[config.mk]
export PLATFORM = sky130hd
export DESIGN_NAME = maj_array_tester
export DESIGN_NICKNAME = d
export VERILOG_FILES = /design/src/rtl/maj_tester_pkg.sv /design/src/rtl/maj_cell.sv /design/src/rtl/maj_chain.sv /design/src/rtl/maj_test_ctrl.sv /design/src/rtl/maj_test_datapath.sv /design/src/rtl/maj_array_tester.sv
export SDC_FILE = /design/constraint.sdc
export NUM_CORES = 1
export LEC_CHECK = 0
export BUFFER_PORTS_ARGS = -buffer_cell sky130_fd_sc_hd__buf_2
export CAP_MARGIN = 20
export CORE_ASPECT_RATIO = 0.8
export CORE_MARGIN = 3
export CORE_UTILIZATION = 30
export DETAILED_ROUTE_END_ITERATION = 16
export GPL_TIMING_DRIVEN = 0
export PLACE_DENSITY = 0.54
export SETUP_SLACK_MARGIN = 0.2
export SKIP_CTS_REPAIR_TIMING = 1
export SYNTH_ARGS = -nofsm -noshare
export SYNTH_HDL_FRONTEND = slang
export SYNTH_HIERARCHICAL = 1
export SYNTH_SLANG_ARGS = --single-unit
[constraint.sdc]
create_clock -name clk -period 4.9 [get_ports clk]
set_input_delay 0.49 -clock clk [delete_from_list [all_inputs] [get_ports clk]]
set_output_delay 0.49 -clock clk [all_outputs]
set_load 0.01 [all_outputs]
[src/rtl/maj_tester_pkg.sv]
package maj_tester_pkg;
  // Strobes from the sequencer to the datapath.
  typedef struct packed {
    logic       clear;   // wipe the accumulated verdict
    logic       apply;   // a vector is on the chain this cycle
    logic [1:0] vecSel;  // 1..3 selects the vector, 0 when idle
  } strobes_t;

  typedef enum logic [1:0] {
    ST_IDLE = 2'd0,
    ST_V1   = 2'd1,
    ST_V2   = 2'd2,
    ST_V3   = 2'd3
  } seq_state_e;
endpackage

[src/rtl/maj_cell.sv]
module maj_cell (
  input  logic a,
  input  logic b,
  input  logic c,
  output logic out1,
  output logic out2,
  output logic out3
);
  function automatic logic maj3(input logic p, input logic q, input logic r);
    return (p & q) | (p & r) | (q & r);
  endfunction

  always_comb begin
    out1 = maj3(a, b, c);
    out2 = maj3(a, b, ~c);
    out3 = maj3(~a, b, c);
  end
endmodule

[src/rtl/maj_chain.sv]
module maj_chain #(
  parameter int NUM_CELLS = 6
) (
  input  logic                   p1,
  input  logic                   p2,
  input  logic [NUM_CELLS-1:0]   ctl,
  input  logic [3*NUM_CELLS-1:0] inv,
  output logic [NUM_CELLS-1:0]   obs,
  output logic [1:0]             tail
);
  logic [NUM_CELLS:0] linkA;
  logic [NUM_CELLS:0] linkB;

  assign linkA[0] = p1;
  assign linkB[0] = p2;

  for (genvar i = 0; i < NUM_CELLS; i++) begin : g_cell
    logic raw1, raw2, raw3;
    maj_cell u_cell (
      .a   (linkA[i]),
      .b   (linkB[i]),
      .c   (ctl[i]),
      .out1(raw1),
      .out2(raw2),
      .out3(raw3)
    );
    assign linkA[i+1] = raw1 ^ inv[3*i];
    assign linkB[i+1] = raw2 ^ inv[3*i+1];
    assign obs[i]     = raw3 ^ inv[3*i+2];
  end

  assign tail = {linkA[NUM_CELLS], linkB[NUM_CELLS]};
endmodule

[src/rtl/maj_test_ctrl.sv]
module maj_test_ctrl
  import maj_tester_pkg::*;
(
  input  logic     clk,
  input  logic     rstN,
  input  logic     start,
  output strobes_t strobes,
  output logic     busy,
  output logic     done
);
  seq_state_e state, stateNext;

  always_comb begin
    stateNext = state;
    case (state)
      ST_IDLE: if (start) stateNext = ST_V1;
      ST_V1:   stateNext = ST_V2;
      ST_V2:   stateNext = ST_V3;
      default: stateNext = ST_IDLE;
    endcase
  end

  always_ff @(posedge clk) begin
    if (!rstN) begin
      state <= ST_IDLE;
      done  <= 1'b0;
    end else begin
      state <= stateNext;
      done  <= (state == ST_V3);
    end
  end

  always_comb begin
    strobes.clear  = (state == ST_IDLE) && start;
    strobes.apply  = (state != ST_IDLE);
    strobes.vecSel = state;
  end

  assign busy = (state != ST_IDLE);

  p_start_accept_r2: assert property (@(posedge clk) disable iff (!rstN)
    (!busy && start) |=> busy);
  p_done_pulse_r2: assert property (@(posedge clk) disable iff (!rstN)
    done |=> !done);
  p_no_restart_r9: assert property (@(posedge clk) disable iff (!rstN)
    (state == ST_V2 && start) |=> (state == ST_V3));
endmodule

[src/rtl/maj_test_datapath.sv]
module maj_test_datapath
  import maj_tester_pkg::*;
#(
  parameter int NUM_CELLS = 6
) (
  input  logic                   clk,
  input  logic                   rstN,
  input  strobes_t               strobes,
  input  logic [3*NUM_CELLS-1:0] faultInv,
  output logic                   fail,
  output logic [NUM_CELLS-1:0]   y3Mismatch,
  output logic                   poMismatch
);
  localparam int INV_W = 3 * NUM_CELLS;

  logic                 stimP1, stimP2;
  logic [NUM_CELLS-1:0] stimCtl;
  logic [NUM_CELLS-1:0] dutObs, refObs;
  logic [1:0]           dutTail, refTail;
  logic [NUM_CELLS-1:0] maskQ;
  logic                 poQ, failQ;
  logic [NUM_CELLS-1:0] obsDiff;
  logic                 tailDiff;

  always_comb begin
    case (strobes.vecSel)
      2'd2:    {stimP1, stimP2} = 2'b10;
      2'd3:    {stimP1, stimP2} = 2'b01;
      default: {stimP1, stimP2} = 2'b00;
    endcase
    for (int i = 0; i < NUM_CELLS; i++) begin
      stimCtl[i] = (strobes.vecSel == 2'd3) ? ((i % 2) == 0) : 1'b1;
    end
  end

  maj_chain #(.NUM_CELLS(NUM_CELLS)) u_dutChain (
    .p1(stimP1), .p2(stimP2), .ctl(stimCtl), .inv(faultInv),
    .obs(dutObs), .tail(dutTail)
  );

  maj_chain #(.NUM_CELLS(NUM_CELLS)) u_refChain (
    .p1(stimP1), .p2(stimP2), .ctl(stimCtl), .inv({INV_W{1'b0}}),
    .obs(refObs), .tail(refTail)
  );

  assign obsDiff  = dutObs ^ refObs;
  assign tailDiff = (dutTail != refTail);

  always_ff @(posedge clk) begin
    if (!rstN || strobes.clear) begin
      maskQ <= '0;
      poQ   <= 1'b0;
      failQ <= 1'b0;
    end else if (strobes.apply) begin
      maskQ <= maskQ | obsDiff;
      poQ   <= poQ | tailDiff;
      failQ <= failQ | tailDiff | (|obsDiff);
    end
  end

  assign fail       = failQ;
  assign y3Mismatch = maskQ;
  assign poMismatch = poQ;

  p_ref_v1_obs_r3: assert property (@(posedge clk) disable iff (!rstN)
    (strobes.apply && strobes.vecSel == 2'd1) |-> (refObs == {NUM_CELLS{1'b1}} && refTail == 2'b00));
  p_ref_v2_obs_r3: assert property (@(posedge clk) disable iff (!rstN)
    (strobes.apply && strobes.vecSel == 2'd2) |-> (refObs == '0 && refTail == 2'b10));
  p_ref_v3_tail_r7: assert property (@(posedge clk) disable iff (!rstN)
    (strobes.apply && strobes.vecSel == 2'd3) |->
      (refTail == (((NUM_CELLS % 2) == 0) ? 2'b01 : 2'b10)));
  p_fail_sticky_r8: assert property (@(posedge clk) disable iff (!rstN)
    (failQ && !strobes.clear) |=> failQ);
  p_clear_r8: assert property (@(posedge clk) disable iff (!rstN)
    strobes.clear |=> (!failQ && maskQ == '0 && !poQ));
endmodule

[src/rtl/maj_array_tester.sv]
module maj_array_tester
  import maj_tester_pkg::*;
#(
  parameter int NUM_CELLS = 6
) (
  input  logic                   clk,
  input  logic                   rstN,
  input  logic                   start,
  input  logic [3*NUM_CELLS-1:0] faultInv,
  output logic                   busy,
  output logic                   done,
  output logic                   fail,
  output logic [NUM_CELLS-1:0]   y3Mismatch,
  output logic                   poMismatch
);
  strobes_t strobes;

  maj_test_ctrl u_ctrl (
    .clk(clk), .rstN(rstN), .start(start),
    .strobes(strobes), .busy(busy), .done(done)
  );

  maj_test_datapath #(.NUM_CELLS(NUM_CELLS)) u_dp (
    .clk(clk), .rstN(rstN), .strobes(strobes), .faultInv(faultInv),
    .fail(fail), .y3Mismatch(y3Mismatch), .poMismatch(poMismatch)
  );
endmodule

### Word level (Yosys, flattened, before mapping)

Cells that the tools add are included.
W data, S select, Z words.

* bits in registers: 11
* input bits: 21
* output and inout bits: 10
* logic and storage cells: 163

* equality and inequality tests: 5
* multiplexer cells: 5
* bitwise operators: 142
* reductions and logical operators: 6

Operators with widths (count)
* $or A1 B1 Y1: 59
* $and A1 B1 Y1: 52
* $xor A1 B1 Y1: 18
* $not A1 Y1: 11
* $or A6 B6 Y6: 1
* $pmux W2 S3: 1
* $reduce_or A6 Y1: 1
* $xor A6 B6 Y6: 1
* $eq A2 B2 Y1 const B: 2
* $mux W1: 3
* $eq A2 B1 Y1 const B: 1
* $logic_not A2 Y1: 1
* $mux W2: 1
* $ne A2 B2 Y1: 1
* $ne A2 B2 Y1 const B: 1
* $reduce_bool A2 Y1: 1
* $logic_and A1 B1 Y1: 1
* $logic_not A1 Y1: 1
* $logic_or A1 B1 Y1: 1

### Longest topological paths before layout

Gate-level depths: netlist of run 1.

* word-level depth: 30
* gate-level depth with buffers: 25
* gate-level depth less buffers: 24

### Modules after synthesis

The synthesis of run 1 kept the hierarchy.

By module, submodules not included
* maj_cell: times used 12, cells each 7, area an instance 36.3 um^2, seq. area each 0.0 um^2
* maj_test_datapath: times used 1, cells each 46, area an instance 376.6 um^2, seq. area each 160.2 um^2
* maj_chain: times used 2, cells each 20, area an instance 172.7 um^2, seq. area each 0.0 um^2
* maj_test_ctrl: times used 1, cells each 19, area an instance 175.2 um^2, seq. area each 60.1 um^2

### Worst setup path after synthesis of run 1

Ideal clock, no wire load.

* path type: reg2reg
* start: register u_ctrl.state[1]
* end: register u_dp.failQ (netlist: u_dp/fail)
* setup time: 0.125 ns
* data arrival time: 4.520 ns
* required time: 4.775 ns
* slack: 0.255 ns
* stages on the path, launching flop included: 20
* buffers on the path: 0
* clock period less this slack: 4.645 ns
* cell sequence: dfxtp_1 -> nand2_1 -> inv_1 -> maj3_2 -> xor2_1 -> maj3_2 -> xor2_1 -> maj3_2 -> xor2_1 -> maj3_2 -> xor2_1 -> maj3_2 -> xor2_1 -> nor2_1 -> o21ai_0 -> xor2_1 -> xnor2_1 -> nand2_1 -> nor3b_2 -> o22ai_1

* elaborated cells on any way between the ends: 151
* classes of those cells: eq/ne: 3; mux: 3; bitwise: 140; reduce/logical: 5

RTL lines
* from (decl): line maj_test_ctrl.sv:11 `seq_state_e state, stateNext;`
* from (signal assigned): line maj_test_ctrl.sv:28 `state <= stateNext;`
* $eq A2 B2 Y1 *: line maj_test_datapath.sv:32 `stimCtl[i] = (strobes.vecSel == 2'd3) ? ((i % 2) == 0) : 1'b1;`
* $mux W1 *: line maj_test_datapath.sv:32
* named net u_dp.stimCtl[1]: line maj_test_datapath.sv:17 `logic [NUM_CELLS-1:0] stimCtl;`
* $and A1 B1 Y1: line maj_cell.sv:10 `return (p & q) | (p & r) | (q & r);`
* $or A1 B1 Y1: line maj_cell.sv:10
* $or A1 B1 Y1 *: line maj_cell.sv:10
* $xor A1 B1 Y1 *: line maj_chain.sv:27 `assign linkA[i+1] = raw1 ^ inv[3*i];`
* $and A1 B1 Y1 *: line maj_cell.sv:10
* named net u_dp.u_dutChain.g_cell[2].raw2: line maj_chain.sv:18 `logic raw1, raw2, raw3;`
* [1 not listed]
* named net u_dp.u_dutChain.linkB[3]: line maj_chain.sv:12 `logic [NUM_CELLS:0] linkB;`
* [3 not listed]
* named net u_dp.u_dutChain.g_cell[3].raw2: line maj_chain.sv:18
* [1 not listed]
* named net u_dp.u_dutChain.linkB[4]: line maj_chain.sv:12
* [1 not listed]
* named net u_dp.u_dutChain.g_cell[4].raw2: line maj_chain.sv:18
* [1 not listed]
* named net u_dp.u_dutChain.linkB[5]: line maj_chain.sv:12
* [1 not listed]
* $or A1 B1 Y1: line maj_cell.sv:10
* $or A1 B1 Y1 *: line maj_cell.sv:10
* named net u_dp.u_dutChain.g_cell[5].raw3: line maj_chain.sv:18
* $xor A1 B1 Y1 *: line maj_chain.sv:29 `assign obs[i] = raw3 ^ inv[3*i+2];`
* named net u_dp.dutObs[5]: line maj_test_datapath.sv:18 `logic [NUM_CELLS-1:0] dutObs, refObs;`
* $xor A6 B6 Y6 *: line maj_test_datapath.sv:46 `assign obsDiff = dutObs ^ refObs;`
* $reduce_or A6 Y1 *: line maj_test_datapath.sv:57 `failQ <= failQ | tailDiff | (|obsDiff);`
* $or A1 B1 Y1 *: line maj_test_datapath.sv:57
* to (signal assigned): line maj_test_datapath.sv:57
* to (decl): line maj_test_datapath.sv:21 `logic poQ, failQ;`

Mark *: on every way through the listed nets, which the timed path passes. The rest lies on a longest branch.
A chain may end at the register's enable or synchronous reset.

### Worst setup path after layout of run 1

* start: register u_ctrl.state[1]
* end: register u_dp.failQ (netlist: u_dp/fail)

* elaborated cells on any way between the ends: 151
* classes of those cells: eq/ne: 3; mux: 3; bitwise: 140; reduce/logical: 5

RTL lines
* $eq A2 B2 Y1 *: line maj_test_datapath.sv:32
* $mux W1 *: line maj_test_datapath.sv:32
* named net u_dp.stimCtl[1]: line maj_test_datapath.sv:17
* $and A1 B1 Y1: line maj_cell.sv:10
* $or A1 B1 Y1: line maj_cell.sv:10
* $or A1 B1 Y1 *: line maj_cell.sv:10
* $and A1 B1 Y1 *: line maj_cell.sv:10
* named net u_dp.u_refChain.g_cell[2].raw2: line maj_chain.sv:18
* [5 not listed]
* named net u_dp.u_refChain.g_cell[3].raw2: line maj_chain.sv:18
* [1 not listed]
* named net u_dp.u_refChain.g_cell[4].raw2: line maj_chain.sv:18
* $or A1 B1 Y1 (2 in a row): line maj_cell.sv:10
* $and A1 B1 Y1: line maj_cell.sv:10
* $or A1 B1 Y1: line maj_cell.sv:10
* $or A1 B1 Y1 *: line maj_cell.sv:10
* named net u_dp.u_refChain.g_cell[5].raw2: line maj_chain.sv:18
* $ne A2 B2 Y1 *: line maj_test_datapath.sv:47 `assign tailDiff = (dutTail != refTail);`
* $or A1 B1 Y1 * (2 in a row): line maj_test_datapath.sv:57

Marked as above.

==> flow_summary.yaml, run 1 <==
layout:
  syn2layout_area_growth_pct: 40.38
  stdcell_count: 321
  layout_common_cells: "conb_1, nor2_1, buf_2, xor2_1, a21oi_1"
  antenna_cells: 0
  drive_gt1_share_pct: 31.06
  mostFrequentLayoutCell: "conb_1"
  fin_area_sq_um: 1871
  fin_nets: 289
grt:
  grt_pass1_vias: 1054
  overflow: 0
  grt_max_degree: 26
  grt_pass1_wl_um: 4395
  track_usage_pct: 10.42
  antenna_found_initial: 0
clock_network:
  htree_levels: 1
  cts_tree: "yes"
  insertion_delay_ns: 0.23
  cts.sinks: 11
  cts_buffers: 3
  cts_max_path_buffers: 2
  clkSlewWorstSetupHoldPaths_ns: 0.05
  clock-root-buffer: "clkbuf_8"
detailed_routing:
  drt.antenna.violating_nets: 0
  routed-via-count: 1229
  wl_um: 2671
  drt_iter0_markers: 41
  dr.pass1.iters: 4
  wl_per_cell_um: 8.321
  viasPerCell: 3.829
  drc_errors: 0
setup_path:
  slowest_stage: "dfxtp_2"
  critPathKind: "flip-flop to flip-flop"
  arrival_ns: 4.51
  max_stage_delay_ns: 0.39
  cp_common_cell: "maj3_2"
  r2r_end: "u_dp/fail$_SDFFE_PP0P_"
  rrSetupSlack_ns: 0.51
  crit_end: "u_dp/fail$_SDFFE_PP0P_"
  timing.rr.start: "u_ctrl/state[1]$_SDFFE_PN0P_"
  critPathRequiredTime_ns: 5.01
  path_cells: "nand2_8 > clkinvlp_4 > maj3_2 > xor2_2 > maj3_2 > xor2_2 > maj3_2 > xor2_1 > maj3_2 > xor2_2 > maj3_2 > xor2_2 > maj3_2 > xor2_1 > buf_4 > xnor2_1 > nand2_1 > nor3b_2 > o22ai_1"
  cp-startpoint: "u_ctrl/state[1]$_SDFFE_PN0P_"
  crit_fanout: 13
  start_kind: "flip-flop"
  end_kind: "flip-flop"
  rr_worst_depth: 19
power:
  power_frac_clock_pct: 7.6
  pwr-share-seq_pct: 15.3
  pwr-share-comb_pct: 77.2
  vdd_drop_max_mv: 0.2113
  power.switching_w: 0.0005745
  switching_share_pct: 48.46
  p_int_w: 0.0006109
  p_leak_nw: 0.9665
  total_power_w: 0.001185
  p_per_area_nw_per_um2: 633.7
place:
  dp_cells: 316
  hpwl_um: 2147
  place_area_sq_um: 1704
  portBuffers: 30
  place_congestion: 0.7158
die:
  ios: 31
  core_sq_um: 4230
  die_area_sq_um: 5283
  die_h_um: 65.61
  fp.dieW_um: 80.52
  start_util_pct: 31.50
  row_count: 21
run_status:
  status: "finished, final reports clean"
timing:
  setup_viol: 0
  layout_min_cycle_time_ns: 4.394
  fin_crit_sh_pct: 89.68
  worst_clock_skew_ns: 0.0005625
  finalHoldViolations: 0
  rsz0062_at_grt: "false"
  slew_viol_final: 0
  final.setup.tns_ns: 0
  max_freq_mhz: 227.6
synth:
  avgSynthCellArea_sq_um: 7.050
  ys_seq_area_share_pct: 16.53
  synth_seq_cells: 11
  syn_area_sq_um: 1333
  syn_inst: 189
  yosysWarnings: 6
  synth.distinct_cells: 24
job:
  maxCapViolCount: 0
worst_hold_path:
  hold_class: "flip-flop to flip-flop"
synthesized netlist by cell type, drive strengths merged:
library cell / number / area share [%]
clkbuf: 1 / 0.28
nor2b: 4 / 2.4
nand3b: 1 / 0.56
inv: 17 / 4.8
o21ai: 13 / 4.9
maj3: 12 / 10
dfxtp: 11 / 17
nand2b: 1 / 0.47
ha: 3 / 2.8
nor3b: 1 / 0.94
nor2: 34 / 9.6
xnor2: 4 / 2.6
a21oi: 18 / 6.8
and2: 2 / 1.0
conb: 2 / 0.56
nand2: 17 / 4.8
o22ai: 1 / 0.47
buf: 5 / 2.8
nor4: 1 / 0.47
xor2: 40 / 26
mux2i: 1 / 0.75
flip-flops by register name (all words and copies together), names as in the netlist:
register and count:
u_dp/y3Mismatch 6, u_ctrl/state 2, u_ctrl/done 1, u_dp/fail 1, u_dp/poMismatch 1
cells by family after synthesis:
family                   Yosys count  synth area share [%]
AND/OR/NAND/NOR                   61                 20.28
XOR/XNOR                          44                 28.92
AO/OA/AOI/OAI                     32                 12.11
buffers and inverters             23                 7.887
adder cells (fa/ha/maj)           15                 12.96
flip-flops                        11                 16.53
other                              2                0.5636
multiplexers                       1                0.7512
through the flow:
step                      hold WS (ns)  util, %  setup slack, ns
after global placement          0.4510    40.28          -0.4033
after detailed placement        0.4586    40.28          -0.4574
after global routing            0.4796    44.22           0.2315
after CTS                       0.4699    41.35          -0.4676
final                           0.4651    44.22           0.5058
after floorplan                 0.4909        -           0.2546
per-layer routing:
| layer | GRT usage (%) | vias up | routed length (um) |
|---|---|---|---|
| met5 | 0 | - | 0 |
| met3 | 1.644 | 2 | 146 |
| met2 | 16.53 | 23 | 1165 |
| li1 | - | 693 | - |
| met4 | 3.797 | 0 | 10 |
| met1 | 14.17 | 511 | 1348 |
worst max-delay path, delay by kind of cell (launching register included):
family / cells / cell delay [ns]
and+or+nand+nor: 3 / 0.42
xor gates and xnor gates: 7 / 1.13
buffers and inverters: 2 / 0.30
DFF: 1 / 0.39
AOI/OAI and AO/OA: 1 / 0.09
adders and majority gates: 6 / 1.93
worst min-delay path by stage:
stage,startpoint,endpoint,depth (start not counted)
final,u_dp/y3Mismatch[5]$_SDFFE_PP0P_,u_dp/y3Mismatch[5]$_SDFFE_PP0P_,2
after global routing,u_dp/y3Mismatch[5]$_SDFFE_PP0P_,u_dp/y3Mismatch[5]$_SDFFE_PP0P_,2
after CTS,u_dp/fail$_SDFFE_PP0P_,u_dp/fail$_SDFFE_PP0P_,2
after detailed placement,u_dp/y3Mismatch[5]$_SDFFE_PP0P_,u_dp/y3Mismatch[5]$_SDFFE_PP0P_,2
after global placement,u_dp/y3Mismatch[5]$_SDFFE_PP0P_,u_dp/y3Mismatch[5]$_SDFFE_PP0P_,2
after floorplan,u_ctrl/state[1]$_SDFFE_PN0P_,u_ctrl/state[1]$_SDFFE_PN0P_,2
area by class of cell:
cell class | count | area, sq um
Multi-Input combinational cell | 196 | 1270
Fill cell | 451 | 2360
Sequential cell | 11 | 225.2
Clock buffer | 4 | 45.04
Inverter | 17 | 67.56
Buffer | 6 | 41.29
Timing Repair Buffer | 30 | 150.1
Tap cell | 57 | 71.32
power by group through the flow:
stage | Clock (W) | Sequential, W | Combinational, W
after floorplan | 0 | 0.000164 | 0.000712
after global placement | 0 | 0.000157 | 0.000869
after detailed placement | 0 | 0.000157 | 0.000882
after CTS | 0.0000955 | 0.000155 | 0.000885
after global routing | 0.0000984 | 0.000187 | 0.00103
final | 0.0000899 | 0.000181 | 0.000915
No activity file was read; power rests on OpenSTA's default activity.
==> run 2, diff against run 1 <==
- GPL_TIMING_DRIVEN: 0 -> not set
- PLACE_DENSITY: 0.54 -> not set
- PLACE_DENSITY_LB_ADDON: not set -> 0.08
==> run 2 against run 1 <==
- sequential cell count is the same
- largest power group unchanged
- cell count shrank 1.9%
- via count shrank 3.3%
- highest routed layer unchanged
- die area is the same
- core utilization shrank 1.8 points
- clock power shrank 0.4%
- combinational power shrank 7.3%
- count of clock-buffer cells in the layout is the same
==> flow_summary.yaml, run 2 (synthesized netlist as in run 1, its figures left out) <==
run_status:
  status: "finished, final reports clean"
clock_network:
  clkSlewWorstSetupHoldPaths_ns: 0.05
  cts_tree: "yes"
  clock-root-buffer: "clkbuf_8"
  cts_buffers: 3
  insertion_delay_ns: 0.23
  htree_levels: 1
  cts_max_path_buffers: 2
  cts.sinks: 11
setup_path:
  start_kind: "flip-flop"
  arrival_ns: 4.40
  end_kind: "flip-flop"
  max_stage_delay_ns: 0.35
  critPathRequiredTime_ns: 5.01
  critPathKind: "flip-flop to flip-flop"
  slowest_stage: "dfxtp_1"
  crit_fanout: 8
  path_cells: "nand2_1 > inv_1 > maj3_2 > xor2_2 > maj3_2 > xor2_2 > maj3_2 > xor2_1 > nor2_1 > nor2_1 > xor2_1 > maj3_2 > xor2_2 > nor2_1 > o21ai_0 > xor2_1 > xnor2_1 > nand2_1 > nor3b_2 > o22ai_1"
  cp_common_cell: "maj3_2"
timing:
  finalHoldViolations: 0
  rsz0062_at_grt: "false"
  fin_crit_sh_pct: 87.41
  worst_clock_skew_ns: 0.002714
  setup_viol: 0
  final.setup.tns_ns: 0
  layout_min_cycle_time_ns: 4.283
  slew_viol_final: 0
  max_freq_mhz: 233.5
layout:
  drive_gt1_share_pct: 27.91
  stdcell_count: 315
  fin_nets: 283
  syn2layout_area_growth_pct: 34.55
  antenna_cells: 0
  layout_common_cells: "conb_1, nor2_1, buf_2, xor2_1, a21oi_1"
  largest_reg_flops: 6
  mostFrequentLayoutCell: "conb_1"
  final_util_pct: 42.38
die:
  core_sq_um: 4230
  ios: 31
  die_area_sq_um: 5283
  row_count: 21
  die_h_um: 65.61
  fp.dieW_um: 80.52
  start_util_pct: 31.50
power:
  p_per_area_nw_per_um2: 608.3
  p_leak_nw: 0.9402
  vdd_drop_max_mv: 0.1834
grt:
  grt_max_degree: 25
  antenna_found_initial: 0
  overflow: 0
  track_usage_pct: 10.05
  grt_pass1_vias: 1010
  grt_pass1_wl_um: 4319
detailed_routing:
  drt.antenna.violating_nets: 0
  wl_per_cell_um: 7.990
  wl_um: 2517
  dr.pass1.iters: 4
  routed-via-count: 1189
  drc_errors: 0
  viasPerCell: 3.775
  drt_iter0_markers: 30
place:
  portBuffers: 30
  dp_cells: 311
  place_congestion: 0.6650
  hpwl_um: 2086
job:
  maxCapViolCount: 0
worst_hold_path:
  hold_class: "flip-flop to flip-flop"
==> run 2: final timing paths <==
path,startpoint,endpoint,slack (ns),cells after the start
setup reg to reg,u_ctrl/state[0]$_SDFFE_PN0P_,u_dp/fail$_SDFFE_PP0P_,0.62,20
setup / recovery,u_ctrl/state[0]$_SDFFE_PN0P_,u_dp/fail$_SDFFE_PP0P_,0.62,20
hold / removal,u_dp/poMismatch$_SDFFE_PP0P_,u_dp/poMismatch$_SDFFE_PP0P_,0.46,2
hold reg to reg,u_dp/poMismatch$_SDFFE_PP0P_,u_dp/poMismatch$_SDFFE_PP0P_,0.46,2
==> run 2: area by class of cell <==
class | instances | area, sq um
Inverter | 17 | 63.81
Timing Repair Buffer | 31 | 157.7
Multi-Input combinational cell | 195 | 1235
Clock buffer | 4 | 45.04
Sequential cell | 11 | 220.2
Fill cell | 455 | 2437
Tap cell | 57 | 71.32
==> run 2: per-layer routing <==
layer  vias up  track usage (%)  routed length [um]
li1        685                -                   -
met2        17            15.60                1059
met1       485            14.41                1322
met3         2            1.507                 122
met5         -                0                   0
met4         0            2.532                  12
==> run 2: power by group <==
group | leakage [nW] | internal [W] | total, W | switching [W]
Combinational | 0.827 | 0.000364 | 0.000848 | 0.000483
Sequential | 0.0901 | 0.000127 | 0.000154 | 0.0000262
Clock | 0.0228 | 0.0000570 | 0.0000895 | 0.0000325
==> run 2: stage by stage <==
step | hold slack (ns) | total power [W] | cell area (sq um) | worst slack, ns
global route | 0.4765 | 0.001220 | 1793 | 0.2032
CTS | 0.4706 | 0.001073 | 1715 | 0.2075
finish | 0.4636 | 0.001091 | 1793 | 0.6169
global placement | 0.4529 | 0.0009814 | 1670 | 0.2560
floorplan | 0.4909 | 0.0008763 | 1483 | 0.2546
detailed placement | 0.4551 | 0.0009771 | 1670 | 0.2339
==> run 2: critical path: cells and delay by family (launching register included) <==
family	cells	cell delay [ns]
XOR/XNOR	7	1.44
AO/OA/AOI/OAI	2	0.30
AND/OR/NAND/NOR	6	0.71
adder cells (fa/ha/maj)	4	1.23
flip-flops	1	0.35
buffers and inverters	1	0.12
